===== config.mk =====
export PLATFORM = sky130hd
export DESIGN_NAME = pwm_chopper
export DESIGN_NICKNAME = d
export VERILOG_FILES = /design/src/rtl/chopper_pkg.sv /design/src/rtl/chop_ctrl.sv /design/src/rtl/chop_datapath.sv /design/src/rtl/pwm_chopper.sv
export SDC_FILE = /design/constraint.sdc
export NUM_CORES = 1
export LEC_CHECK = 0
export BUFFER_PORTS_ARGS = -buffer_cell sky130_fd_sc_hd__buf_4
export CORE_UTILIZATION = 40
export CTS_CLUSTER_DIAMETER = 200
export CTS_CLUSTER_SIZE = 24
export DETAILED_ROUTE_END_ITERATION = 6
export GPL_TIMING_DRIVEN = 0
export PLACE_DENSITY = 0.7
export SLEW_MARGIN = 40
export SYNTH_ARGS = -nofsm -noshare
export SYNTH_HDL_FRONTEND = slang
export SYNTH_SLANG_ARGS = --single-unit

===== constraint.sdc =====
create_clock -name clk -period 2.2 [get_ports clk]
set_input_delay 0.33 -clock clk [delete_from_list [all_inputs] [get_ports clk]]
set_output_delay 0.33 -clock clk [all_outputs]
set_load 0.05 [all_outputs]

===== src/rtl/chopper_pkg.sv =====
package chopper_pkg;
  typedef enum logic [1:0] {
    CH_IDLE    = 2'd0,
    CH_SHOT    = 2'd1,
    CH_SUSTAIN = 2'd2
  } chopState_t;

  // strobes from control to datapath
  typedef struct packed {
    logic clear;     // drop all counters to zero
    logic run;       // advance the carrier counters
    logic shotPhase; // output held high, periods being counted
  } chopStrobe_t;
endpackage


===== src/rtl/chop_ctrl.sv =====
module chop_ctrl
  import chopper_pkg::*;
(
  input  logic        clk,
  input  logic        rst_n,
  input  logic        pwmIn,
  input  logic        enable,
  input  logic        shotEnd,
  output chopStrobe_t strobe,
  output logic        inSustain
);
  chopState_t state, stateNext;
  logic active;

  assign active = pwmIn & enable;

  always_comb begin
    stateNext = state;
    if (!active) begin
      stateNext = CH_IDLE;
    end else begin
      case (state)
        CH_IDLE:    stateNext = CH_SHOT;
        CH_SHOT:    stateNext = shotEnd ? CH_SUSTAIN : CH_SHOT;
        CH_SUSTAIN: stateNext = CH_SUSTAIN;
        default:    stateNext = CH_IDLE;
      endcase
    end
  end

  always_ff @(posedge clk or negedge rst_n) begin
    if (!rst_n) state <= CH_IDLE;
    else        state <= stateNext;
  end

  always_comb begin
    strobe.clear     = !active;
    strobe.run       = active;
    strobe.shotPhase = (state != CH_SUSTAIN);
  end

  assign inSustain = (state == CH_SUSTAIN);
endmodule


===== src/rtl/chop_datapath.sv =====
module chop_datapath
  import chopper_pkg::*;
#(
  parameter int PRE_W   = 8,
  parameter int WID_W   = 4,
  parameter int EIGHTHS = 8,
  localparam int PH_W   = $clog2(EIGHTHS)
) (
  input  logic             clk,
  input  logic             rst_n,
  input  chopStrobe_t      strobe,
  input  logic             pwmIn,
  input  logic             enable,
  input  logic [PRE_W-1:0] prescale,
  input  logic [WID_W-1:0] shotWidth,
  input  logic [PH_W-1:0]  duty,
  output logic             shotEnd,
  output logic [PH_W-1:0]  phase,
  output logic             chopOut
);
  localparam logic [PH_W-1:0] LAST_PH = PH_W'(EIGHTHS - 1);

  logic [PRE_W-1:0] preCnt;
  logic [WID_W-1:0] perCnt;
  logic [PH_W-1:0]  dutyEff;
  logic             tick, periodEnd, carrierHigh;

  assign tick      = (preCnt == prescale);
  assign periodEnd = tick && (phase == LAST_PH);
  assign shotEnd   = periodEnd && (perCnt == shotWidth);

  always_ff @(posedge clk or negedge rst_n) begin
    if (!rst_n) begin
      preCnt <= '0;
      phase  <= '0;
      perCnt <= '0;
    end else if (strobe.clear) begin
      preCnt <= '0;
      phase  <= '0;
      perCnt <= '0;
    end else if (strobe.run) begin
      preCnt <= tick ? '0 : preCnt + 1'b1;
      if (tick) phase <= (phase == LAST_PH) ? '0 : phase + 1'b1;
      if (periodEnd && strobe.shotPhase) perCnt <= perCnt + 1'b1;
    end
  end

  assign dutyEff     = (duty == '0) ? PH_W'(1) : duty;
  assign carrierHigh = (phase < dutyEff);

  always_comb begin
    if (!enable) chopOut = pwmIn;
    else         chopOut = pwmIn & (strobe.shotPhase | carrierHigh);
  end
endmodule


===== src/rtl/pwm_chopper.sv =====
module pwm_chopper
  import chopper_pkg::*;
#(
  parameter int PRE_W   = 8,
  parameter int WID_W   = 4,
  parameter int EIGHTHS = 8,
  localparam int PH_W   = $clog2(EIGHTHS)
) (
  input  logic             clk,
  input  logic             rst_n,
  input  logic             pwmIn,
  input  logic             enable,
  input  logic [PRE_W-1:0] prescale,
  input  logic [WID_W-1:0] shotWidth,
  input  logic [PH_W-1:0]  duty,
  output logic             chopOut
);
  chopStrobe_t strobe;
  logic        shotEnd;
  logic        sustNow;
  logic [PH_W-1:0] phaseNow;

  chop_ctrl u_ctrl (
    .clk      (clk),
    .rst_n    (rst_n),
    .pwmIn    (pwmIn),
    .enable   (enable),
    .shotEnd  (shotEnd),
    .strobe   (strobe),
    .inSustain(sustNow)
  );

  chop_datapath #(
    .PRE_W  (PRE_W),
    .WID_W  (WID_W),
    .EIGHTHS(EIGHTHS)
  ) u_dp (
    .clk      (clk),
    .rst_n    (rst_n),
    .strobe   (strobe),
    .pwmIn    (pwmIn),
    .enable   (enable),
    .prescale (prescale),
    .shotWidth(shotWidth),
    .duty     (duty),
    .shotEnd  (shotEnd),
    .phase    (phaseNow),
    .chopOut  (chopOut)
  );
endmodule


==> qor.yml <==
grt_first_pass_wirelength_mm: 3.59
synth_enable_flop_cells: 0
area_growth_pct: 20.6
first_global_vias: 883
cts.reportedPaths.clkPinSlew_ns: 0.10
gp_congestion: 0.817
final-hold-violation-count: 0
io_buffers: 19
setup_viol: 0
synth_xor_xnor_area_share_pct: 15.7
synth-seq-cells: 17
initial_core_util_pct: 42.4
grt_overflow_total: 0
fill_cells: 256
synth_compound_area_share_pct: 11.1
die_h_um: 53.3
crit_path_end: "chopOut"
antenna_found_initial: 0
rows: 18
synth_nets: 134
grt.total_usage_pct: 17.8
ios: 20
die-area_um2: 2840
maxCapViolations: 0
path_class: "reg2out"
ys_seq_area_share_pct: 40.5
drt_pass1_iterations: 4
cts.sinks: 17
highest_layer: "met4"
synthArstFlopShare_pct: 100
wl_met3_um: 78
wl_met1_um: 899
end_kind: "output pin"
synth_top_family_by_area: "simple AND/OR/NAND/NOR gates"
viasPerCell: 5.45
htreeDepth: 1
syn_area_um2: 1050
synth.distinct_cells: 32
power_density_nw_per_um2: 445
p_leak_nw: 0.567
fin_nets: 159
fin_crit_sh_pct: 86.7
arrival_ns: 1.58
r2r-start: "u_dp.preCnt[0]"
ys_warn_count: 0
path_max_fanout: 3
synthFlopType: "dfrtp_1"
finalCriticalPeriod_ns: 1.91
clock_latency_ns: 0.29
maxSlewHeadroom_pct: 61.3
post_cts_buffers: 0
grt_start_max_net_pins: 18
ant_nets: 0
finalSetupTns_ns: 0
dp.cells: 158
slew_violations: 0
postCtsHoldBufs: 1
r2r_cells: 4
post_cts_resized: 0
antenna_cells: 0
cts-buffers-inserted: 3
synthSimpleGateAreaFrac_pct: 23.2
drc: 0
r2r_slack_ns: 0.44
syn_inst: 109
dr.first_iter.drc_count: 5
synth_fa_ha_area_share_pct: 7.14
cts-root-buf: "clkbuf_4"
hpwl_mm: 1.65
crit_path_start_kind: "flop"
tritoncts: "done"
cp.required_ns: 1.87
stdcell_count: 163
final_layout_size_suffix_gt1_share_pct: 18.8
clk_path_buf_depth: 2
syn_area_per_cell_um2: 9.64
min_path_type: "in2async"
num_vias: 888
outcome: "finished, final reports clean"
synthMuxAreaShare_pct: 0.952
post_drt_wl_per_cell_um: 12.9
wl_met2_mm: 1.10
clock.fmax_mhz: 524
finClkSkew_ns: 0.00277
r2r-end: "u_ctrl.state[0]"
drt-total-wl_mm: 2.10
max-vdd-ir-drop_mv: 0.313
rsz0062_at_grt: "false"
core_area_um2: 2480
crit_start: "u_dp.phase[1]"
chipWidth_um: 53.3
tightest_slew_ns: 0.576
-- cells in the final DEF (no fill, tap or decap), types with 3 or more instances in the layout --
cell type	synthesis	layout
or4_1	3	3
clkbuf_4	0	3
nor2b_1	3	3
nand3_1	5	5
o21ai_1	3	3
inv_1	3	3
nor2_1	12	12
nand2_1	9	9
ha_1	6	6
dfrtp_1	17	17
buf_4	0	19
a21oi_1	4	4
xnor2_1	15	15
-- power by group --
group / switching (mW) / total [mW] / internal [mW] / leakage [nW]
sequential: 0.00313 / 0.318 / 0.315 / 0.235
combinational: 0.0403 / 0.0815 / 0.0412 / 0.316
clock: 0.0946 / 0.165 / 0.0705 / 0.0150
total: 0.138 / 0.565 / 0.427 / 0.567
-- worst min path at each step --
stage	startpoint	to	depth (start not counted)
2_1_floorplan	rst_n	u_ctrl.state[0]	0
3_5_place_dp	rst_n	u_ctrl.state[0]	1
4_1_cts	rst_n	u_dp.perCnt[3]	2
5_1_grt	rst_n	u_ctrl.state[1]	2
6_report	rst_n	u_ctrl.state[0]	2
3_3_place_gp	rst_n	u_ctrl.state[0]	1
-- cell type report --
type | instances | area, um2 | area share [%]
Sequential cell | 17 | 425 | 33.6
Tap cell | 30 | 37.5 | 2.96
Buffer | 1 | 3.75 | 0.296
Clock buffer | 4 | 26.3 | 2.07
Timing Repair Buffer | 20 | 153 | 12.0
Inverter | 3 | 11.3 | 0.888
Multi-Input combinational cell | 88 | 611 | 48.2
-- registers in the layout, indices dropped and copies added (netlist names) --
signal and count:
u_dp.preCnt 8, u_dp.perCnt 4, u_dp.phase 3, u_ctrl.state 2
-- worst max-delay path, cell delays in order (launching register included) --
cell and delay, ns:
dfrtp_1 0.42, ha_1 0.30, o21a_1 0.11, o21ai_1 0.14, a22o_1 0.14, buf_4 0.19
-- cells by family (layout without fill, tap and decap cells) --
group / after synthesis / count (layout)
DFF: 17 / 17
and+or+nand+nor: 45 / 45
muxes: 1 / 1
buffers and inverters: 4 / 28
adders and majority gates: 6 / 6
xor gates and xnor gates: 18 / 18
AOI/OAI and AO/OA: 18 / 18
-- per-stage QoR --
stage	setup slack [ns]	hold WS [ns]	total power [mW]	utilization, %	cell area (um2)
floorplan	0.580	0.0344	0.362	-	1050
global placement	0.453	0.206	0.402	49.7	1230
detailed placement	0.408	0.210	0.405	49.7	1230
CTS	0.263	0.433	0.574	51.2	1270
global route	0.192	0.453	0.593	51.2	1270
finish	0.293	0.434	0.565	51.2	1270
-- synthesized netlist by cell type (2+ instances only) --
library cell	count	share of area [%]
dfrtp_1	17	40
and3_1	2	1.2
nor2b_1	3	1.8
o21ai_0	2	0.95
nor2_1	12	4.3
a31oi_1	2	1.2
and4_1	2	1.7
a21oi_1	4	1.9
nand4_2	2	2.4
ha_1	6	7.1
nand2b_1	2	1.2
nand3_1	5	2.4
xor2_1	2	1.7
nand2_1	9	3.2
o21ai_1	3	1.4
xnor2_1	15	13
or4_1	3	2.1
nor3_1	2	0.95
inv_1	3	1.1
-- layer usage --
| layer | vias to the layer above | track usage (%) |
|---|---|---|
| li1 | 436 | - |
| met4 | 0 | 7.89 |
| met5 | - | 0 |
| met3 | 4 | 2.59 |
| met2 | 21 | 34.6 |
| met1 | 427 | 18.4 |
Note: power is estimated with default switching activity, not from simulation.
